## src/rtl/nvs_pkg.sv

```systemverilog
package nvs_pkg;

  typedef enum logic [1:0] {
    ST_IDLE   = 2'd0,
    ST_RECALL = 2'd1,
    ST_STORE  = 2'd2
  } nvs_state_e;

  // Source of the data word written into the working SRAM
  typedef enum logic [1:0] {
    SRC_EXT     = 2'd0,
    SRC_ZERO    = 2'd1,
    SRC_NV      = 2'd2,
    SRC_EXT_INV = 2'd3
  } nvs_src_e;

endpackage

```

## src/rtl/nvs_ram.sv

```systemverilog
// Single-port working SRAM, read-first, synchronous read (block RAM friendly)
module nvs_ram #(
  parameter int AW = 4,
  parameter int DW = 8
) (
  input  logic          clk,
  input  logic          we,
  input  logic [AW-1:0] addr,
  input  logic [DW-1:0] wdata,
  output logic [DW-1:0] q
);
  localparam int DEPTH = 1 << AW;

  logic [DW-1:0] mem [DEPTH];

  always_ff @(posedge clk) begin
    if (we) mem[addr] <= wdata;
    q <= mem[addr];
  end
endmodule

```

## src/rtl/nvs_shadow.sv

```systemverilog
// Shadow nonvolatile array: register file, combinational read, reset to blank
module nvs_shadow #(
  parameter int AW = 4,
  parameter int DW = 8
) (
  input  logic          clk,
  input  logic          rst,
  input  logic          we,
  input  logic [AW-1:0] waddr,
  input  logic [DW-1:0] wdata,
  input  logic [AW-1:0] raddr,
  output logic [DW-1:0] rdata
);
  localparam int DEPTH = 1 << AW;

  logic [DW-1:0] cells [DEPTH];

  for (genvar g = 0; g < DEPTH; g++) begin : g_cell
    always_ff @(posedge clk) begin
      if (rst) cells[g] <= '0;
      else if (we && (waddr == AW'(g))) cells[g] <= wdata;
    end
  end

  assign rdata = cells[raddr];
endmodule

```

## src/rtl/nvs_req.sv

```systemverilog
// Pending recall latches: power-up (supply) and requested (pulse)
module nvs_req (
  input  logic clk,
  input  logic rst,
  input  logic sup_rst_ok,
  input  logic recall_req,
  input  logic clr_pu,
  input  logic clr_sw,
  output logic pu_pend,
  output logic sw_pend
);
  always_ff @(posedge clk) begin
    if (rst) begin
      pu_pend <= 1'b0;
      sw_pend <= 1'b0;
    end else begin
      // a low supply always wins over a clear
      pu_pend <= !sup_rst_ok || (pu_pend && !clr_pu);
      sw_pend <= recall_req || (sw_pend && !clr_sw);
    end
  end
endmodule

```

## src/rtl/nvs_seq.sv

```systemverilog
// Recall / store sequencer and SRAM port arbitration
module nvs_seq
  import nvs_pkg::*;
#(
  parameter int AW         = 4,
  parameter int RECALL_CYC = 40,
  parameter int STORE_CYC  = 20,
  parameter int CNT_W      = 6
) (
  input  logic          clk,
  input  logic          rst,
  input  logic          sup_sw_ok,
  input  logic          pu_pend,
  input  logic          sw_pend,
  input  logic          store_req,
  input  logic          ext_ce,
  input  logic          ext_we,
  input  logic [AW-1:0] ext_addr,
  output logic          busy,
  output logic          in_recall,
  output logic          ext_ok,
  output logic          clr_pu,
  output logic          clr_sw,
  output logic          ram_we,
  output logic [AW-1:0] ram_addr,
  nvs_src_e             ram_src,
  output logic [AW-1:0] nv_raddr,
  output logic          sh_we,
  output logic [AW-1:0] sh_waddr,
  output logic          corrupt_set,
  output logic [CNT_W-1:0] cnt_o
);
  localparam int DEPTH = 1 << AW;
  localparam logic [CNT_W-1:0] RC_LAST = CNT_W'(RECALL_CYC - 1);
  localparam logic [CNT_W-1:0] ST_LAST = CNT_W'(STORE_CYC - 1);
  localparam logic [CNT_W-1:0] N_WORDS = CNT_W'(DEPTH);
  localparam logic [CNT_W-1:0] N_TWICE = CNT_W'(2 * DEPTH);

  nvs_state_e       state;
  logic [CNT_W-1:0] cnt;
  logic             is_pu;
  logic             go_rc, go_st, last_rc, last_st;
  logic             idle;

  assign idle    = (state == ST_IDLE);
  assign go_rc   = idle && ((pu_pend && sup_sw_ok) || sw_pend);
  assign go_st   = idle && !go_rc && store_req && sup_sw_ok;
  assign ext_ok  = idle && !go_rc && !go_st;
  assign clr_sw  = go_rc;
  assign clr_pu  = go_rc && pu_pend && sup_sw_ok;
  assign last_rc = (state == ST_RECALL) && (cnt == RC_LAST);
  assign last_st = (state == ST_STORE) && (cnt == ST_LAST);
  assign in_recall = (state == ST_RECALL);
  assign cnt_o   = cnt;

  assign nv_raddr = AW'(cnt - N_WORDS);
  assign sh_waddr = AW'(cnt - CNT_W'(1));
  assign sh_we    = (state == ST_STORE) && (cnt != '0) && (cnt <= N_WORDS)
                    && sup_sw_ok;

  // SRAM port owner
  always_comb begin
    ram_we      = 1'b0;
    ram_addr    = ext_addr;
    ram_src     = SRC_EXT;
    corrupt_set = 1'b0;
    unique case (state)
      ST_IDLE: begin
        ram_we = ext_ok && ext_ce && ext_we;
      end
      ST_RECALL: begin
        if (cnt < N_WORDS) begin
          ram_we   = 1'b1;
          ram_addr = AW'(cnt);
          ram_src  = SRC_ZERO;
        end else if (cnt < N_TWICE) begin
          ram_we   = 1'b1;
          ram_addr = nv_raddr;
          ram_src  = SRC_NV;
        end else if (last_rc && is_pu && ext_ce && ext_we) begin
          ram_we      = 1'b1;
          ram_addr    = ext_addr;
          ram_src     = SRC_EXT_INV;
          corrupt_set = 1'b1;
        end
      end
      ST_STORE: begin
        ram_addr = AW'(cnt);
      end
      default: ;
    endcase
  end

  always_ff @(posedge clk) begin
    if (rst) begin
      state <= ST_IDLE;
      cnt   <= '0;
      is_pu <= 1'b0;
      busy  <= 1'b0;
    end else begin
      unique case (state)
        ST_IDLE: begin
          cnt <= '0;
          if (go_rc) begin
            state <= ST_RECALL;
            is_pu <= clr_pu;
            busy  <= 1'b1;
          end else if (go_st) begin
            state <= ST_STORE;
            busy  <= 1'b1;
          end
        end
        ST_RECALL: begin
          if (last_rc) begin
            state <= ST_IDLE;
            busy  <= 1'b0;
          end else begin
            cnt <= cnt + CNT_W'(1);
          end
        end
        ST_STORE: begin
          if (last_st) begin
            state <= ST_IDLE;
            busy  <= 1'b0;
          end else begin
            cnt <= cnt + CNT_W'(1);
          end
        end
        default: begin
          state <= ST_IDLE;
          busy  <= 1'b0;
        end
      endcase
    end
  end
endmodule

```

## src/rtl/nvs_recall_top.sv

```systemverilog
module nvs_recall_top
  import nvs_pkg::*;
#(
  parameter int ADDR_W     = 4,
  parameter int DATA_W     = 8,
  parameter int RECALL_CYC = 40,   // must exceed 2 * 2**ADDR_W
  parameter int STORE_CYC  = 20    // must exceed 2**ADDR_W
) (
  input  logic              clk,
  input  logic              rst,
  input  logic              sup_rst_ok,
  input  logic              sup_sw_ok,
  input  logic              recall_req,
  input  logic              store_req,
  input  logic              ce,
  input  logic              we,
  input  logic [ADDR_W-1:0] addr,
  input  logic [DATA_W-1:0] wdata,
  output logic              busy,
  output logic [DATA_W-1:0] rdata,
  output logic              corrupt_err
);
  localparam int MAX_CYC = (RECALL_CYC > STORE_CYC) ? RECALL_CYC : STORE_CYC;
  localparam int CNT_W   = $clog2(MAX_CYC + 1);

  logic              pu_pend, sw_pend, clr_pu, clr_sw;
  logic              in_recall, ext_ok, ram_we, sh_we, corrupt_set;
  logic [ADDR_W-1:0] ram_addr, nv_raddr, sh_waddr;
  nvs_src_e          ram_src;
  logic [DATA_W-1:0] ram_wdata, ram_q, nv_rdata;
  logic [CNT_W-1:0]  seq_cnt;
  logic              rd_v;

  nvs_req u_req (
    .clk(clk), .rst(rst), .sup_rst_ok(sup_rst_ok), .recall_req(recall_req),
    .clr_pu(clr_pu), .clr_sw(clr_sw), .pu_pend(pu_pend), .sw_pend(sw_pend)
  );

  nvs_seq #(
    .AW(ADDR_W), .RECALL_CYC(RECALL_CYC), .STORE_CYC(STORE_CYC), .CNT_W(CNT_W)
  ) u_seq (
    .clk(clk), .rst(rst), .sup_sw_ok(sup_sw_ok), .pu_pend(pu_pend),
    .sw_pend(sw_pend), .store_req(store_req), .ext_ce(ce), .ext_we(we),
    .ext_addr(addr), .busy(busy), .in_recall(in_recall), .ext_ok(ext_ok),
    .clr_pu(clr_pu), .clr_sw(clr_sw), .ram_we(ram_we), .ram_addr(ram_addr),
    .ram_src(ram_src), .nv_raddr(nv_raddr), .sh_we(sh_we),
    .sh_waddr(sh_waddr), .corrupt_set(corrupt_set), .cnt_o(seq_cnt)
  );

  always_comb begin
    unique case (ram_src)
      SRC_ZERO:    ram_wdata = '0;
      SRC_NV:      ram_wdata = nv_rdata;
      SRC_EXT_INV: ram_wdata = ~wdata;
      default:     ram_wdata = wdata;
    endcase
  end

  nvs_ram #(.AW(ADDR_W), .DW(DATA_W)) u_ram (
    .clk(clk), .we(ram_we), .addr(ram_addr), .wdata(ram_wdata), .q(ram_q)
  );

  nvs_shadow #(.AW(ADDR_W), .DW(DATA_W)) u_shadow (
    .clk(clk), .rst(rst), .we(sh_we), .waddr(sh_waddr), .wdata(ram_q),
    .raddr(nv_raddr), .rdata(nv_rdata)
  );

  always_ff @(posedge clk) begin
    if (rst) begin
      rd_v        <= 1'b0;
      corrupt_err <= 1'b0;
    end else begin
      rd_v <= ext_ok && ce && !we;
      if (corrupt_set) corrupt_err <= 1'b1;
    end
  end

  assign rdata = rd_v ? ram_q : '0;
endmodule

```

## config.mk

```make
export PLATFORM = sky130hd
export DESIGN_NAME = nvs_recall_top
export DESIGN_NICKNAME = d
export VERILOG_FILES = /design/src/rtl/nvs_pkg.sv /design/src/rtl/nvs_ram.sv /design/src/rtl/nvs_shadow.sv /design/src/rtl/nvs_req.sv /design/src/rtl/nvs_seq.sv /design/src/rtl/nvs_recall_top.sv
export SDC_FILE = /design/constraint.sdc
export NUM_CORES = 1
export LEC_CHECK = 0
export BUFFER_PORTS_ARGS = -buffer_cell sky130_fd_sc_hd__buf_2
export CAP_MARGIN = 20
export CORE_ASPECT_RATIO = 1.1
export CORE_MARGIN = 4
export CORE_UTILIZATION = 62
export DETAILED_ROUTE_END_ITERATION = 12
export GPL_ROUTABILITY_DRIVEN = 0
export PLACE_DENSITY = 0.79
export SYNTH_ARGS = -nofsm -noshare
export SYNTH_HDL_FRONTEND = slang
export SYNTH_HIERARCHICAL = 1
export SYNTH_SLANG_ARGS = --single-unit
```

## constraint.sdc

```tcl
create_clock -name clk -period 3.8 [get_ports clk]
set_input_delay 0.19 -clock clk [delete_from_list [all_inputs] [get_ports clk]]
set_output_delay 0.19 -clock clk [all_outputs]
set_load 0.005 [all_outputs]
```

==> out/qor.txt, run 1 <==
Status = finished clean
DRC = 0
Max VDD drop = 0.453 mV
FF-to-FF Start = u_seq/cnt_o[0]$_SDFFE_PP0P_
Met1 Use GR = 32.1%
Setup violations, final = 0
Crit end category = register
Die H = 155 µm
Leading area contributor after synthesis = edfxtp_1
Setup TNS = 0 ns
Floorplan row count = 53
Global-route usage over all layers = 25.1%
Vias per std cell = 6.35
Full die area = 0.0221 mm²
Global-route wire length before repair = 41600 µm
Total number of vias = 6867
Fin crit share = 85.4%
Crit Reg-Reg Endpoint = u_ram/mem[5][7]$_DFFE_PP_
Yosys top cell area share = 62.7%
Max-Cap Viols = 0
Critical path arrival = 3.48 ns
Clock Latency Late Sink = 0.53 ns
Resize count post-CTS = 0
Slew margin rel. = 26.7%
Worst reg2reg setup slack = 0.56 ns
Synthesized area = 0.0123 mm²
Largest net degree at the start of global routing = 39
Max Root-Sink Buffers = 3
HP Class = input pin to register
Clk root buf = clkbuf_16
Vias in the first global route = 7209
Yosys reg bits = 278
Grt ovf = 0
Pwr Density = 560 mW/mm²
# clock sinks = 278
Share of the yosys chip area belonging to registers = 66.3%
Setup Skew = 0.0137 ns
Synth top area cells = edfxtp_1 63%, mux4_2 12%, and2_1 7.0%
Initial antenna violation count = 0
Slew Viols, Final = 0
Final ANT Viol Nets = 0
CTS tree = done
Num CTS Buffers = 27
Fin util = 70.5%
Layout cell share with drive strength beyond 1 = 21.6%
H-tree depth = 1
CP endpoint = u_ram/mem[5][7]$_DFFE_PP_
Worst EP required = 4.04 ns
Port Buffer Count = 29
Worst-Margin Slew = 1.10 ns
CP Max Fanout = 16
Non-filler cells, final = 1081
Ant diodes = 0
IO Pins = 30
Top FF cell, synth = edfxtp_1
RSZ-0062 raised after global routing = no
Syn_area_per_cell = 15.9 µm²
Layout area overhead = 11.0%
Hpwl dp = 17400 µm
Worst setup path class = register to register
Post-Syn Nets = 796
Placed Cells = 1025
Drt initial violations = 582
Nets = 839
EDFF count, synth = 256
M2 GR Usage = 43.8%
Asr flop ratio synth = 0%
Core area = 0.0193 mm²
DRT Pass-1 Iters = 5
Maximum clock frequency = 308 MHz
Worst-path clk slew = 0.06 ns
Setup ws final = 0.555 ns
Final Hold Fails = 0
Most Used Layer, Global Route = met2
Cells after Synth = 770
Grt met3 use = 3.57%
P_leak = 4.71 nW
Number of synthesis warnings = 6
Cell variety after synth = 55
Crit path launch type = register
Worst R2R Path Depth = 6
Minimum clock period = 3.24 ns
Initial Utilization = 63.5%
Routed WL = 26800 µm
DP Worst Slack = 0.597 ns
Die W = 142 µm
Drt wl/cell = 24.8 µm
Post-CTS setup buffers = 0
CP startpoint = u_seq/cnt_o[0]$_SDFFE_PP0P_
==> registers in the layout, indices dropped and copies added, names as in the netlist <==
name and cells:
u_ram/mem 128, u_shadow/cells 128, u_ram/q 8, u_seq/cnt_o 6
u_seq/state 2, corrupt_err 1, rd_v 1, u_req/pu_pend 1
u_req/sw_pend 1, u_seq/busy 1, u_seq/is_pu 1
==> worst max-delay path: stages (launching register included) <==
cell	delay, ns
dfxtp_2	0.39
ha_1	0.32
nand4b_2	0.20
or4_1	0.62
o21ai_0	0.38
nand2b_1	0.52
a2bb2oi_2	0.52
==> stage by stage <==
step / cell area, µm² / hold WS, ns / total power, mW
CTS: 13600 / 0.165 / 7.66
detailed placement: 12700 / 0.374 / 5.07
global placement: 12700 / 0.366 / 5.03
finish: 13600 / 0.186 / 7.62
global route: 13600 / 0.208 / 7.93
floorplan: 12300 / 0.259 / 4.67
==> layout make-up <==
type,instances,area [µm²]
clock buffers,36,749
multi-input cells,436,3860
fillers,1153,5690
flip-flops and latches,278,8130
inverters,13,48.8
clock inverters,14,130
repair buffers,57,372
well taps,247,309
==> power breakdown <==
| group | internal (mW) | switching, mW | leakage (nW) | total (mW) |
|---|---|---|---|---|
| logic | 0.530 | 0.712 | 1.63 | 1.24 |
| clock network | 1.52 | 1.07 | 0.430 | 2.60 |
| registers | 3.54 | 0.251 | 2.66 | 3.79 |
| total | 5.59 | 2.04 | 4.71 | 7.62 |
==> cells in the mapped netlist (all sizes together) (2+ instances only) <==
master and n:
edfxtp 256, and2 138, mux4 64, nor2 34, a22oi 32, nand2 28, buf 22, dfxtp 22
clkbuf 21, nand2b 17, o21bai 16, inv 13, a21oi 10, a2bb2oi 8, nand3 7, nor2b 7
o21ai 7, or2b 7, ha 6, nand3b 6, nor3 6, nand4 5, a22o 4, o31ai 4
nand4bb 3, nand4b 2, o21a 2, o41ai 2, or3 2, or4 2, xnor2 2
==> routing by layer <==
metal  wire length, µm  share of wire [%]
met1              9660                 36
met2             13900                 52
met3              2080                7.8
met4              1110                4.1
met5                 0                  0
==> cells in the final DEF, fill, tap and decap left out, drive strengths merged, types with 17 or more instances in the layout <==
cell type  netlist  layout
nand2           28      28
nand2b          17      17
nor2            34      34
edfxtp         256     256
a22oi           32      32
buf             22      52
dfxtp           22      22
clkbuf          21      36
mux4            64      64
and2           138     138
==> worst min path at each step <==
stage	start	to	slack, ns	depth (start not counted)
finish	rst	u_req/pu_pend$_SDFF_PP0_	0.19	2
global route	rst	corrupt_err$_SDFFE_PP0P_	0.21	2
CTS	rst	u_req/pu_pend$_SDFF_PP0_	0.16	2
detailed placement	sup_rst_ok	u_req/pu_pend$_SDFF_PP0_	0.37	2
global placement	sup_rst_ok	u_req/pu_pend$_SDFF_PP0_	0.37	2
floorplan	rst	u_req/pu_pend$_SDFF_PP0_	0.26	1
==> timing repair <==
| item | in CTS | in global routing |
|---|---|---|
| hold endpoints to repair | 4 | 0 |
| hold buffers | 5 | 0 |
| endpoints found under the setup margin | 0 | 0 |
==> cells by family after synthesis <==
kind of cell	synth area share, %
DFF	66.3
adders and majority gates	0.612
buffers and inverters	2.17
xor gates and xnor gates	0.214
AOI/OAI and AO/OA	6.03
muxes	11.8
and+or+nand+nor	12.9
No activity file was read; power rests on OpenSTA's default activity.
==> run 2: changes to the inputs <==
Settings changed: SYNTH_HIERARCHICAL 1 to unset.
==> out/qor.txt, run 2 <==
Cell mode on critical path = nand2_1
Status = finished clean
Multiplexer share of the synthesized area = 7.97% (-3.8 points)
CP Max Fanout = 16 (unchanged)
Worst EP required = 3.95 ns (-0.09 ns)
Max VDD drop = 0.413 mV (-8.7%)
Placed Cells = 1176 (+15%)
Final ANT Viol Nets = 0 (unchanged)
Fin crit share = 86.4% (+0.96 points)
Slew margin rel. = 36.5% (+9.8 points)
Resize count post-CTS = 0 (unchanged)
Floorplan row count = 54 (+1.9%)
Hpwl dp = 20900 µm (+20%)
Post-synthesis adder-cell area fraction = 0.982% (+0.37 points)
Comb power frac = 19.8% (+3.5 points)
Most frequent cell after synthesis = edfxtp_1
Setup Skew = 0.0158 ns (+0.00209 ns)
Fillcell total = 1364 (+18%)
Synth Area in XOR/XNOR = 0.550% (+0.34 points)
FF-to-FF Start = u_seq.state[0]$_SDFFE_PP0P_
M2 GR Usage = 47.1% (+3.2 points)
Syn_area_per_cell = 13.9 µm² (-13%)
Synth top area cells = edfxtp_1 60%, mux4_2 7.1%, and2_1 6.9%
Largest net degree at the start of global routing = 36 (-7.7%)
Worst-path clk slew = 0.06 ns (about the same)
Max-Cap Viols = 0 (unchanged)
Crit Reg-Reg Endpoint = u_ram.mem[9][7]$_DFFE_PP_
Asr flop ratio synth = 0% (unchanged)
Initial antenna violation count = 0 (unchanged)
Synth top cells by count = 256 x edfxtp_1, 140 x and2_1, 61 x nand2_1
Leading area contributor after synthesis = edfxtp_1
Hold path depth = 2 (unchanged)
CTS tree = done
Max stage delay cell, worst path = nor2_1
Crit end category = register
Worst setup path class = register to register
Commonest non-fill, non-tap cell in the layout = edfxtp_1
Cells after Synth = 919 (+19%)
Minimum clock period = 3.28 ns (+0.0366 ns)
Worst R2R Path Depth = 7 (+1)
Number of synthesis warnings = 0 (-6)
Pwr Density = 569 mW/mm² (+1.5%)
Sw Pwr = 2.43 mW (+19%)
Min-delay src = rst
Clock Latency Late Sink = 0.53 ns (about the same)
Grt ovf = 0 (unchanged)
Full die area = 0.0229 mm² (+3.7%)
Ant diodes = 0 (unchanged)
Share of the yosys chip area belonging to registers = 64.4% (-1.9 points)
Met1 Use GR = 36.8% (+4.7 points)
Layout cell share with drive strength beyond 1 = 16.6% (-5.0 points)
Worst-Margin Slew = 0.951 ns (-0.146 ns)
RSZ-0062 raised after global routing = no
Global-route wire length before repair = 47700 µm (+15%)
Pint = 5.59 mW (+0.14%)
Total number of vias = 8028 (+17%)
Final Hold Fails = 0 (unchanged)
Most frequent cells in the layout = 256 x edfxtp_1, 140 x and2_1, 61 x nand2_1
DRT Pass-1 Iters = 6 (+1)
Die W = 145 µm (+1.8%)
HP Class = input pin to register
Worst-path cell chain = inv_1 > ha_1 > a21bo_2 > nand2_1 > and2_1 > nand2_1 > nor2_1
EDFF count, synth = 256 (unchanged)
Synth Area in Simple Gates = 14.5% (+1.6 points)
Synthesized area = 0.0127 mm² (+3.9%)
Worst reg2reg setup slack = 0.52 ns (-0.04 ns)
Global-route usage over all layers = 27.9% (+2.7 points)
Core area = 0.0200 mm² (+3.6%)
Vias per std cell = 6.53 (+2.7%)
DP Worst Slack = 0.573 ns (-0.0241 ns)
H-tree depth = 1 (unchanged)
Crit path largest cell delay = 0.73 ns (+0.11 ns)
# clock sinks = 282 (+1.4%)
IO Pins = 30 (unchanged)
DRC = 0 (unchanged)
Largest regs = u_ram.mem (128), u_shadow.cells (128), u_ram.q (8)
Setup violations, final = 0 (unchanged)
Setup ws final = 0.519 ns (-0.0366 ns)
Crit path launch type = register
Fin util = 70.5% (about the same)
Port Buffer Count = 29 (unchanged)
Largest family of logic cells by synthesized area = simple AND/OR/NAND/NOR gates
Yosys top cell area share = 60.4% (-2.4 points)
Max Root-Sink Buffers = 3 (unchanged)
Die H = 158 µm (+1.8%)
Switching Fraction = 30.3% (+3.6 points)
Register cell area after layout = 0.00821 mm² (+0.98%)
Drt wl/cell = 25.1 µm (+1.2%)
Non-filler cells, final = 1230 (+14%)
Clk root buf = clkbuf_16
Top FF cell, synth = edfxtp_1
Post-Syn Nets = 949 (+19%)
Critical path arrival = 3.43 ns (-0.05 ns)
Layout area overhead = 10.7%
Nets = 989 (+18%)
Compound-Gate Fraction of Synth Area = 9.28% (+3.3 points)
Drt initial violations = 1046 (+80%)
Slew Viols, Final = 0 (unchanged)
Initial Utilization = 63.7% (+0.17 points)
Grt met3 use = 3.66% (+0.099 points)
Cell variety after synth = 59 (+7.3%)
Setup TNS = 0 ns (unchanged)
Multi-input logic area = 0.00424 mm² (+9.6%)
P_leak = 5.01 nW (+6.3%)
Sequential share of power = 48.4% (-1.3 points)
Maximum clock frequency = 305 MHz (-1.1%)
Vias in the first global route = 7943 (+10%)
Most Used Layer, Global Route = met2
Hold endpoint = u_req.sw_pend$_SDFF_PP0_
Routed WL = 30900 µm (+15%)
Yosys reg bits = 282 (+1.4%)
Clock share of power = 31.8% (-2.2 points)
Num CTS Buffers = 27 (unchanged)
run 2: cell types whose count changed in the layout (fill, tap and decap cells not counted), moves of 17 or more:
cell	delta
a21oi_1	+17
a22oi_1	-25
nand2_1	+33
and3_1	+32
a211oi_1	+22
mux4_2	-24
run 2: what timing repair did:
item	4_1_cts	5_1_grt
hold endpoints to repair	4	0
setup buffers	0	0
hold buffers	6	0
run 2: per-stage QoR:
step	hold WS [ns]	total power, mW	instance area (µm²)
2_1_floorplan	0.282	4.88	12700
6_report	0.185	8.03	14100
4_1_cts	0.160	8.01	14100
5_1_grt	0.188	8.32	14100
3_5_place_dp	0.373	5.48	13200
3_3_place_gp	0.365	5.46	13200
run 2: worst max-delay path by stage:
stage                                      startpoint                                 end  slack (ns)  cells past startpoint
after global placement    u_seq.state[0]$_SDFFE_PP0P_           u_ram.mem[8][4]$_DFFE_PP_        0.68                      8
after floorplan           u_seq.state[0]$_SDFFE_PP0P_           u_ram.mem[1][0]$_DFFE_PP_        0.94                      9
after CTS                 u_seq.state[0]$_SDFFE_PP0P_           u_ram.mem[8][5]$_DFFE_PP_        0.56                      8
final                     u_seq.state[0]$_SDFFE_PP0P_           u_ram.mem[9][7]$_DFFE_PP_        0.52                      7
after detailed placement  u_seq.state[0]$_SDFFE_PP0P_           u_ram.mem[8][3]$_DFFE_PP_        0.57                      8
after global routing      u_seq.cnt_o[1]$_SDFFE_PP0P_  u_shadow.cells[8][0]$_SDFFCE_PN0P_        0.29                      8
run 2: layout make-up:
cell class	count	area share, %
clock buffers	29	4.84
clock inverters	19	1.07
inverters	15	0.399
multi-input cells	567	30.0
flip-flops and latches	282	58.2
well taps	252	2.24
repair buffers	66	3.19
run 2: cell families after synthesis:
| group | Yosys count |
|---|---|
| mux | 51 |
| flops | 282 |
| buf+inv | 70 |
| simple gates | 339 |
| compound gates | 159 |
| xor+xnor | 8 |
| fa+ha+maj | 10 |
run 2: worst max-delay path, delay by kind of cell, from the launching register on:
family                   cells  cell delay, ns
buffers and inverters        1            0.09
AO/OA/AOI/OAI                1            0.31
flip-flops                   1            0.38
AND/OR/NAND/NOR              4            1.70
adder cells (fa/ha/maj)      1            0.42
run 2: layer usage:
| metal | wire length, µm | vias up |
|---|---|---|
| met4 | 1490 | 0 |
| li1 | - | 3585 |
| met2 | 15500 | 426 |
| met3 | 2350 | 96 |
| met5 | 0 | - |
| met1 | 11600 | 3921 |
run 2: power by group through the flow:
stage               Combinational (mW)  Clock (mW)  Sequential (mW)
finish                            1.59        2.55             3.89
detailed placement                1.54           0             3.94
floorplan                         1.16           0             3.72
CTS                               1.56        2.57             3.87
global placement                  1.53           0             3.93
global route                      1.70        2.71             3.90
